<file path="config.mk">
export PLATFORM = sky130hd
export DESIGN_NAME = retention_refresh_sched
export DESIGN_NICKNAME = d
export VERILOG_FILES = /design/src/rtl/rrs_pkg.sv /design/src/rtl/rrs_bloom.sv /design/src/rtl/rrs_timebase.sv /design/src/rtl/rrs_issue.sv /design/src/rtl/retention_refresh_sched.sv
export SDC_FILE = /design/constraint.sdc
export NUM_CORES = 1
export LEC_CHECK = 0
export CAP_MARGIN = 20
export CELL_PAD_IN_SITES_DETAIL_PLACEMENT = 0
export CELL_PAD_IN_SITES_GLOBAL_PLACEMENT = 1
export CORE_MARGIN = 4
export CORE_UTILIZATION = 43
export DETAILED_ROUTE_END_ITERATION = 10
export DONT_BUFFER_PORTS = 1
export PLACE_DENSITY_LB_ADDON = 0.05
export RECOVER_POWER = 50
export SKIP_CTS_REPAIR_TIMING = 1
export SLEW_MARGIN = 20
export SYNTH_ARGS = -nofsm -noshare
export SYNTH_HDL_FRONTEND = slang
export SYNTH_SLANG_ARGS = --single-unit
</file>
<file path="constraint.sdc">
create_clock -name clk -period 2.4 [get_ports clk]
set_clock_uncertainty 0.15 [all_clocks]
set_input_delay 0.12 -clock clk [delete_from_list [all_inputs] [get_ports clk]]
set_output_delay 0.12 -clock clk [all_outputs]
set_load 0.05 [all_outputs]
</file>
<file path="src/rtl/rrs_pkg.sv">
// Shared types for the retention-aware refresh scheduler.
// Assumes three refresh classes and a 2-bit window counter (four base windows).
package rrs_pkg;
    localparam int WIN_W     = 2;
    localparam int NUM_FILT  = 2;

    typedef enum logic [1:0] {
        BIN_FAST = 2'd0,
        BIN_MID  = 2'd1,
        BIN_SLOW = 2'd2
    } bin_e;

    // Picks the refresh class from filter hits; the fast filter wins.
    function automatic bin_e pick_bin(input logic hit_fast, input logic hit_mid);
        if (hit_fast)     return BIN_FAST;
        else if (hit_mid) return BIN_MID;
        else              return BIN_SLOW;
    endfunction

    // Decides whether a class is due in a given window number.
    function automatic logic bin_due(input bin_e b, input logic [WIN_W-1:0] win);
        case (b)
            BIN_FAST: return 1'b1;
            BIN_MID:  return ~win[0];
            default:  return (win == '0);
        endcase
    endfunction
endpackage

</file>
<file path="src/rtl/rrs_bloom.sv">
// One Bloom filter of 2**IDX_W bits with two XOR-fold hashes of the row.
// A row hits only when both hashed bits are set. Bits are written one at a
// time; the write is seen by lookups after the clock edge that performs it.
module rrs_bloom #(
    parameter int ROW_W = 6,
    parameter int IDX_W = 4
) (
    input  logic             clk,
    input  logic             rst_n,
    input  logic             wr_en,
    input  logic [IDX_W-1:0] wr_idx,
    input  logic             wr_val,
    input  logic [ROW_W-1:0] row,
    output logic             hit
);
    localparam int BITS = 1 << IDX_W;

    logic [BITS-1:0]  vec;
    logic [IDX_W-1:0] ha;
    logic [IDX_W-1:0] hb;

    // Filter bit storage: cleared on reset, single-bit writes.
    always_ff @(posedge clk) begin
        if (!rst_n)     vec <= '0;
        else if (wr_en) vec[wr_idx] <= wr_val;
    end

    // Two folds of the row address: straight order and reversed order.
    always_comb begin
        ha = '0;
        hb = '0;
        for (int i = 0; i < ROW_W; i++) begin
            ha[i % IDX_W] = ha[i % IDX_W] ^ row[i];
            hb[i % IDX_W] = hb[i % IDX_W] ^ row[ROW_W-1-i];
        end
    end

    // Membership needs both indexed bits set.
    assign hit = vec[ha] & vec[hb];

    p_write_lands_r4: assert property (@(posedge clk) disable iff (!rst_n)
        wr_en |=> vec[$past(wr_idx)] == $past(wr_val));
endmodule

</file>
<file path="src/rtl/rrs_timebase.sv">
// Slot timer and row/window walker. One slot lasts TICK_CYCLES cycles; on the
// last cycle of a slot the current row is visited unless a request is pending,
// in which case the counter holds until the pending request is accepted.
module rrs_timebase #(
    parameter int ROW_W       = 6,
    parameter int TICK_CYCLES = 8,
    parameter int WIN_W       = 2
) (
    input  logic             clk,
    input  logic             rst_n,
    input  logic             pend,
    output logic             visit,
    output logic [ROW_W-1:0] row,
    output logic [WIN_W-1:0] win
);
    localparam int CNT_W = (TICK_CYCLES > 1) ? $clog2(TICK_CYCLES) : 1;
    localparam logic [CNT_W-1:0] CNT_LAST = CNT_W'(TICK_CYCLES - 1);
    localparam logic [ROW_W-1:0] ROW_LAST = '1;

    logic [CNT_W-1:0] cnt;
    logic             at_last;

    assign at_last = (cnt == CNT_LAST);
    assign visit   = at_last & ~pend;

    // Slot counter: counts up, holds at the last count while stalled.
    always_ff @(posedge clk) begin
        if (!rst_n)       cnt <= '0;
        else if (visit)   cnt <= '0;
        else if (!at_last) cnt <= cnt + 1'b1;
    end

    // Row walker: advance on each visit, bump the window on wrap.
    always_ff @(posedge clk) begin
        if (!rst_n) begin
            row <= '0;
            win <= '0;
        end else if (visit) begin
            row <= row + 1'b1;
            if (row == ROW_LAST) win <= win + 1'b1;
        end
    end

    p_stall_holds_r7: assert property (@(posedge clk) disable iff (!rst_n)
        (pend && at_last) |=> (cnt == CNT_LAST) && $stable(row) && $stable(win));

    p_wrap_window_r5: assert property (@(posedge clk) disable iff (!rst_n)
        (visit && row == ROW_LAST) |=> (row == '0) && (win == WIN_W'($past(win) + 1'b1)));

    p_cnt_range_r5: assert property (@(posedge clk) disable iff (!rst_n)
        cnt <= CNT_LAST);
endmodule

</file>
<file path="src/rtl/rrs_issue.sv">
// Refresh decision and request register. On a visit, the filter hits pick a
// class, the window number says if that class is due, and a due row is
// latched as a request held until the command side accepts it.
module rrs_issue
    import rrs_pkg::*;
#(
    parameter int ROW_W = 6
) (
    input  logic             clk,
    input  logic             rst_n,
    input  logic             visit,
    input  logic [ROW_W-1:0] row,
    input  logic [WIN_W-1:0] win,
    input  logic             hit_fast,
    input  logic             hit_mid,
    input  logic             rq_ready,
    output logic             rq_valid,
    output logic [ROW_W-1:0] rq_row
);
    bin_e cls;
    logic due;

    // Class lookup and due decision for the visited row.
    always_comb begin
        cls = pick_bin(hit_fast, hit_mid);
        due = bin_due(cls, win);
    end

    // Request register: set on a due visit, cleared on acceptance.
    always_ff @(posedge clk) begin
        if (!rst_n) begin
            rq_valid <= 1'b0;
            rq_row   <= '0;
        end else if (visit && due) begin
            rq_valid <= 1'b1;
            rq_row   <= row;
        end else if (rq_valid && rq_ready) begin
            rq_valid <= 1'b0;
        end
    end

    p_hold_until_ready_r6: assert property (@(posedge clk) disable iff (!rst_n)
        (rq_valid && !rq_ready) |=> rq_valid && $stable(rq_row));

    p_fast_every_window_r1: assert property (@(posedge clk) disable iff (!rst_n)
        (visit && hit_fast) |=> rq_valid && (rq_row == $past(row)));

    p_slow_only_w0_r3: assert property (@(posedge clk) disable iff (!rst_n)
        (visit && !hit_fast && !hit_mid && win != '0) |=> !rq_valid);

    p_reset_clears_r8: assert property (@(posedge clk)
        !rst_n |=> !rq_valid);
endmodule

</file>
<file path="src/rtl/retention_refresh_sched.sv">
// Top of the retention-aware refresh scheduler: two Bloom filters (fast and
// medium class), the slot/row walker, and the request issue stage.
// Assumes profiling has already produced the filter contents.
module retention_refresh_sched
    import rrs_pkg::*;
#(
    parameter int ROW_W       = 6,
    parameter int IDX_W       = 4,
    parameter int TICK_CYCLES = 8
) (
    input  logic             clk,
    input  logic             rst_n,
    input  logic             cfg_we,
    input  logic             cfg_sel,
    input  logic [IDX_W-1:0] cfg_idx,
    input  logic             cfg_val,
    output logic             rq_valid,
    output logic [ROW_W-1:0] rq_row,
    input  logic             rq_ready
);
    logic [NUM_FILT-1:0] hits;
    logic                visit;
    logic [ROW_W-1:0]    row;
    logic [WIN_W-1:0]    win;

    // One filter per non-default class; index 0 is the fast class.
    for (genvar g = 0; g < NUM_FILT; g++) begin : g_filt
        rrs_bloom #(.ROW_W(ROW_W), .IDX_W(IDX_W)) i_bloom (
            .clk    (clk),
            .rst_n  (rst_n),
            .wr_en  (cfg_we && (cfg_sel == g[0])),
            .wr_idx (cfg_idx),
            .wr_val (cfg_val),
            .row    (row),
            .hit    (hits[g])
        );
    end

    rrs_timebase #(.ROW_W(ROW_W), .TICK_CYCLES(TICK_CYCLES), .WIN_W(WIN_W)) i_timebase (
        .clk   (clk),
        .rst_n (rst_n),
        .pend  (rq_valid),
        .visit (visit),
        .row   (row),
        .win   (win)
    );

    rrs_issue #(.ROW_W(ROW_W)) i_issue (
        .clk      (clk),
        .rst_n    (rst_n),
        .visit    (visit),
        .row      (row),
        .win      (win),
        .hit_fast (hits[0]),
        .hit_mid  (hits[1]),
        .rq_ready (rq_ready),
        .rq_valid (rq_valid),
        .rq_row   (rq_row)
    );

    p_mid_odd_skip_r2: assert property (@(posedge clk) disable iff (!rst_n)
        (visit && !hits[0] && hits[1] && win[0]) |=> !rq_valid);
endmodule

</file>
==> results of run 1 <==
-- flip-flops by register name (all words and copies together), names as in the netlist --
signal,flops
i_timebase.row,6
i_issue.rq_row,6
i_timebase.cnt,3
i_timebase.win,2
i_issue.rq_valid,1
g_filt.i_bloom.vec,32
-- where the power goes --
part           internal, uW  switching [uW]  leakage, uW  total [uW]
clock network           223             264    0.0000431         487
registers               834            5.12     0.000406         839
logic                  44.4            59.9     0.000643         104
total                  1100             329      0.00109        1430
-- stage by stage --
stage / instance area [um^2] / total power, uW / std cells / hold slack [ns] / TNS [ns]
2_1_floorplan: 2700 / 930 / 322 / 0.139 / 0
3_5_place_dp: 2820 / 925 / 393 / 0.0984 / -0.571
6_report: 3140 / 1430 / 413 / -0.0190 / 0
3_3_place_gp: 2820 / 923 / 393 / 0.101 / -0.250
4_1_cts: 2900 / 1420 / 399 / -0.221 / -0.667
5_1_grt: 3140 / 1490 / 413 / 0.00859 / -0.0381
-- cell type report --
cell class / count / area, um^2
clock buffers: 6 / 82.6
multi-input cells: 246 / 1630
fillers: 587 / 2850
inverters: 3 / 11.3
repair buffers: 33 / 303
flip-flops and latches: 50 / 1010
well taps: 75 / 93.8
-- Yosys cell counts, types with 3 or more instances --
cell type	n	area share, %
nand2_1	55	7.7
dfxtp_1	50	37
mux2i_1	26	9.7
nand3_1	26	4.8
nor2b_1	22	5.1
a21boi_0	19	5.3
nor2_1	19	2.7
clkbuf_1	17	2.4
o21ai_0	11	2.0
and2_1	9	2.1
nor3_1	9	1.7
nand2b_1	6	1.4
ha_1	4	1.9
xnor2_1	4	1.3
buf_6	3	1.3
inv_1	3	0.42
nand4_1	3	0.70
o211ai_1	3	0.84
-- path summary, 6_finish.rpt --
path	depth (start not counted)	slack, ns	end	from
hold / removal	4	-0.02	g_filt[1].i_bloom.vec[4]	cfg_idx[3]
setup reg to reg	8	0.1	i_issue.rq_row[0]	i_timebase.row[0]
hold reg to reg	2	0.31	g_filt[0].i_bloom.vec[2]	g_filt[0].i_bloom.vec[2]
setup / recovery	8	0.1	i_issue.rq_row[0]	i_timebase.row[0]
-- worst max-delay path: cells and delay by family (launching register included) --
family	cells	cell delay (ns)
AO/OA/AOI/OAI	2	0.29
AND/OR/NAND/NOR	2	0.57
buffers and inverters	1	0.15
flip-flops	1	0.37
multiplexers	2	0.48
XOR/XNOR	1	0.18
-- logic make-up (layout without fill, tap and decap cells) --
family	Yosys count	in the layout	synth area share, %
simple gates	157	157	28.3
mux	28	28	10.9
flops	50	50	37.3
compound gates	47	47	12.5
buf+inv	26	42	4.75
xor+xnor	10	10	4.38
fa+ha+maj	4	4	1.86
-- routing by layer --
| layer | global-route usage (%) | up-vias |
|---|---|---|
| met4 | 5.10 | 0 |
| met2 | 25.6 | 29 |
| li1 | - | 1135 |
| met1 | 24.3 | 1029 |
| met5 | 0 | - |
| met3 | 3.12 | 6 |
==> reports/summary.txt, run 1 <==
Outcome = complete, but fails checks
Failing checks = hold timing
Initial drt markers = 90
Pwr Density = 456 nW/um^2
Dpl ws = -0.102 ns
Worst-Margin Slew = 0.773 ns
Final HPWL DP = 4290 um
Via density = 5.32
Syn nets = 336
Row count = 28
Ports = 17
Total grt overflow = 0
Metal2 WL = 2940 um
Final worst setup slack = 0.0982 ns
Peak supply drop = 0.251 mV
Clock Path Buffers = 2
Clk sinks = 50
Post-synth cell types = 41
Final core utilization = 52.4%
Yosys reg bits = 50
GR Util All Layers = 16.9%
Mapped cell area = 2690 um^2
Clock latency on the worst-skew pair = 0.30 ns
Die height = 87.0 um
Tcrit/Tclk final = 95.9%
CP Cell Sequence = buf_4 -> xnor2_4 -> mux2_2 -> a221oi_2 -> a31oi_1 -> or3_1 -> and3_4 -> mux2i_1
Syn Area/Cell = 8.34 um^2
RSZ-0062 raised after global routing = yes
Post-synth top flop = dfxtp_1
Min Tclk post-route = 2.30 ns
Final hold violations = 2
Vias in the first global route = 2,006
Die area = 7580 um^2
Crit end category = flop
Startpoint type of the worst setup path = flop
Leakage power = 0.00109 uW
Worst hold path class = in2reg
Synth warn = 0
Drt first pass iters = 4
First-pass GRT wire length = 10,100 um
Async SR Flop Fraction = 0%
Seq/Total Area, Yosys = 37.3%
Initial antenna violation count = 0
Fraction of layout cells with a size suffix above 1 = 13.0%
Setup-failing EPs final = 0
Initial core utilization = 44.8%
# DRC = 0
Slowest CP cell = dfxtp_4
Syn Inst Count = 322
Routed met3 length = 151 um
CTS tree = built
Vias = 2,199
Clk slew on worst S/H paths = 0.09 ns
Clk root buf = clkbuf_8
Slew headroom = 48.5%
CP max FO = 7
Top routing layer in use = met4
Critical Path RT = 2.45 ns
Post-synth EDFFs = 0
Core region area = 5990 um^2
Pins Over Slew Limit = 0
Die extent in x = 87.0 um
Diodes inserted = 0
CTS Buf Count = 5
Drt wl/cell = 15.2 um
Maximum clock rate = 0.434 GHz
Min Hold Slack = -0.0190 ns
H-tree Lvls = 2
Remaining antenna violation count after routing = 0
Largest net degree at the start of global routing = 57
CP arrival = 2.35 ns
Crit path kind = reg2reg
Port bufs = 0
CP max stage delay = 0.37 ns
P&R area growth vs syn = 16.8%
Commonest non-fill, non-tap cells in the layout = nand2_1 (55), dfxtp_1 (46), nand3_1 (26), mux2i_1 (26), nor2b_1 (22)
Final GP Congestion = 0.713
Met1 wire length = 3120 um
Nets = 353
Max-Cap Viols = 0
WL final = 6290 um
Most common cell after layout, fill and taps aside = nand2_1
No activity file was read; power rests on OpenSTA's default activity.
==> run 2, diff against run 1 <==
- PLACE_DENSITY_LB_ADDON: 0.05 -> 0.1
==> reports/summary.txt, run 2 (synthesized netlist as in run 1, its figures left out) <==
Outcome = complete, but fails checks
Failing checks = hold timing
Initial antenna violation count = 0 (unchanged)
Remaining antenna violation count after routing = 0 (unchanged)
First-pass GRT wire length = 10,100 um (+0.34%)
CTS tree = built
Clk slew on worst S/H paths = 0.09 ns (about the same)
Peak supply drop = 0.233 mV (-7.3%)
Pins Over Slew Limit = 0 (unchanged)
Final core utilization = 51.7% (-0.67 points)
Setup-failing EPs final = 0 (unchanged)
Pwr Density = 455 nW/um^2 (-0.16%)
Clk sinks = 50 (unchanged)
Min Hold Slack = -0.0372 ns (-0.0182 ns)
Vias in the first global route = 2,036 (+1.5%)
Diodes inserted = 0 (unchanged)
Fraction of layout cells with a size suffix above 1 = 12.5% (-0.52 points)
Biggest register = g_filt.i_bloom.vec
P&R area growth vs syn = 15.3%
Core region area = 5990 um^2 (unchanged)
Vias = 2,186 (-0.59%)
Nets = 350 (-0.85%)
Drt wl/cell = 14.9 um (-2.3%)
Maximum clock rate = 0.434 GHz (about the same)
Slew headroom = 48.9% (+0.40 points)
Clock latency on the worst-skew pair = 0.30 ns (about the same)
Crit path kind = reg2reg
Min Tclk post-route = 2.30 ns (+0.000348 ns)
Int Power = 1080 uW (-1.9%)
Commonest non-fill, non-tap cells in the layout = nand2_1 (55), dfxtp_1 (46), nand3_1 (26), mux2i_1 (26), nor2b_1 (22)
Total Power = 1410 uW (-1.4%)
Gate power share = 7.2% (about the same)
Initial drt markers = 127 (+41%)
Tcrit/Tclk final = 95.9% (about the same)
Max reg flops = 32 (unchanged)
Most common cell after layout, fill and taps aside = nand2_1
# DRC = 0 (unchanged)
Worst hold path class = in2reg
Row count = 28 (unchanged)
Final HPWL DP = 4240 um (-1.1%)
Sequential power share = 59.6% (+0.9 points)
H-tree Lvls = 2 (unchanged)
Die area = 7580 um^2 (unchanged)
Biggest regs = g_filt.i_bloom.vec: 32 flops, i_issue.rq_row: 6 flops, i_timebase.row: 6 flops
Worst-Margin Slew = 0.767 ns (-0.00595 ns)
Leakage power = 0.00108 uW (-1.3%)
WL final = 6120 um (-2.7%)
Final hold violations = 4 (+2)
CTS Buf Count = 5 (unchanged)
Switching part of the total = 23.4% (+0.38 points)
Critical Path RT = 2.43 ns (-0.02 ns)
GR Util All Layers = 16.9% (about the same)
Port bufs = 0 (unchanged)
Die extent in x = 87.0 um (unchanged)
Final GP Congestion = 0.707 (-0.83%)
CP arrival = 2.34 ns (about the same)
Ports = 17 (unchanged)
Clock power frac = 33.2% (-0.8 points)
Max-Cap Viols = 0 (unchanged)
CP max FO = 7 (unchanged)
Non-Filler Instances = 411 (-0.48%)
Via density = 5.32 (-0.11%)
Clk root buf = clkbuf_8
Crit end category = flop
Clock Path Buffers = 2 (unchanged)
Largest net degree at the start of global routing = 57 (unchanged)
Dpl cells = 392 (-0.25%)
Total grt overflow = 0 (unchanged)
Switching power = 330 uW (+0.19%)
Startpoint type of the worst setup path = flop
Initial core utilization = 44.8% (unchanged)
Drt first pass iters = 4 (unchanged)
Die height = 87.0 um (unchanged)
RSZ-0062 raised after global routing = yes
[run 2: worst max-delay path: stages (launching register included)]
cell,delay (ns)
dfxtp_4,0.38
xor2_4,0.19
buf_6,0.15
buf_4,0.14
nand3_1,0.09
a21oi_1,0.07
a2111o_1,0.30
or3_1,0.39
and3_4,0.21
mux2i_1,0.13
[run 2: power by group through the flow]
stage	clock (uW)	combinational (uW)	sequential [uW]
detailed placement	0	61.0	862
finish	468	101	840
CTS	490	61.3	843
global placement	0	60.4	862
floorplan	0	69.1	861
global route	513	111	842
[run 2: path summary, 6_finish.rpt]
| path | from | endpoint | slack, ns | depth (start not counted) |
|---|---|---|---|---|
| worst max-delay path | i_timebase.row[0] | i_issue.rq_row[0] | 0.1 | 9 |
| worst min-delay path | cfg_idx[0] | g_filt[1].i_bloom.vec[0] | -0.04 | 3 |
| worst max register to register | i_timebase.row[0] | i_issue.rq_row[0] | 0.1 | 9 |
| worst min register to register | g_filt[0].i_bloom.vec[2] | g_filt[0].i_bloom.vec[2] | 0.31 | 2 |
[run 2: area by class of cell]
type                    count  area, um^2
clock buffers               7        76.3
fillers                   584        2890
inverters                   3        11.3
multi-input cells         246        1630
flip-flops and latches     50        1010
well taps                  75        93.8
repair buffers             30         279
[run 2: stage by stage]
stage	worst slack [ns]	area, um^2	TNS (ns)
after detailed placement	-0.114	2810	-0.595
after CTS	-0.138	2890	-0.761
after global routing	-0.0348	3100	-0.0758
after global placement	-0.0522	2810	-0.340
after floorplan	0.0396	2700	0
final	0.0979	3100	0
[run 2: layer usage]
layer,up-vias,global-route usage (%),wire [um]
li1,1133,-,-
met1,1028,23.7,3110
met2,21,26.5,2820
met3,4,3.12,134
met4,0,4.67,46
met5,-,0,0
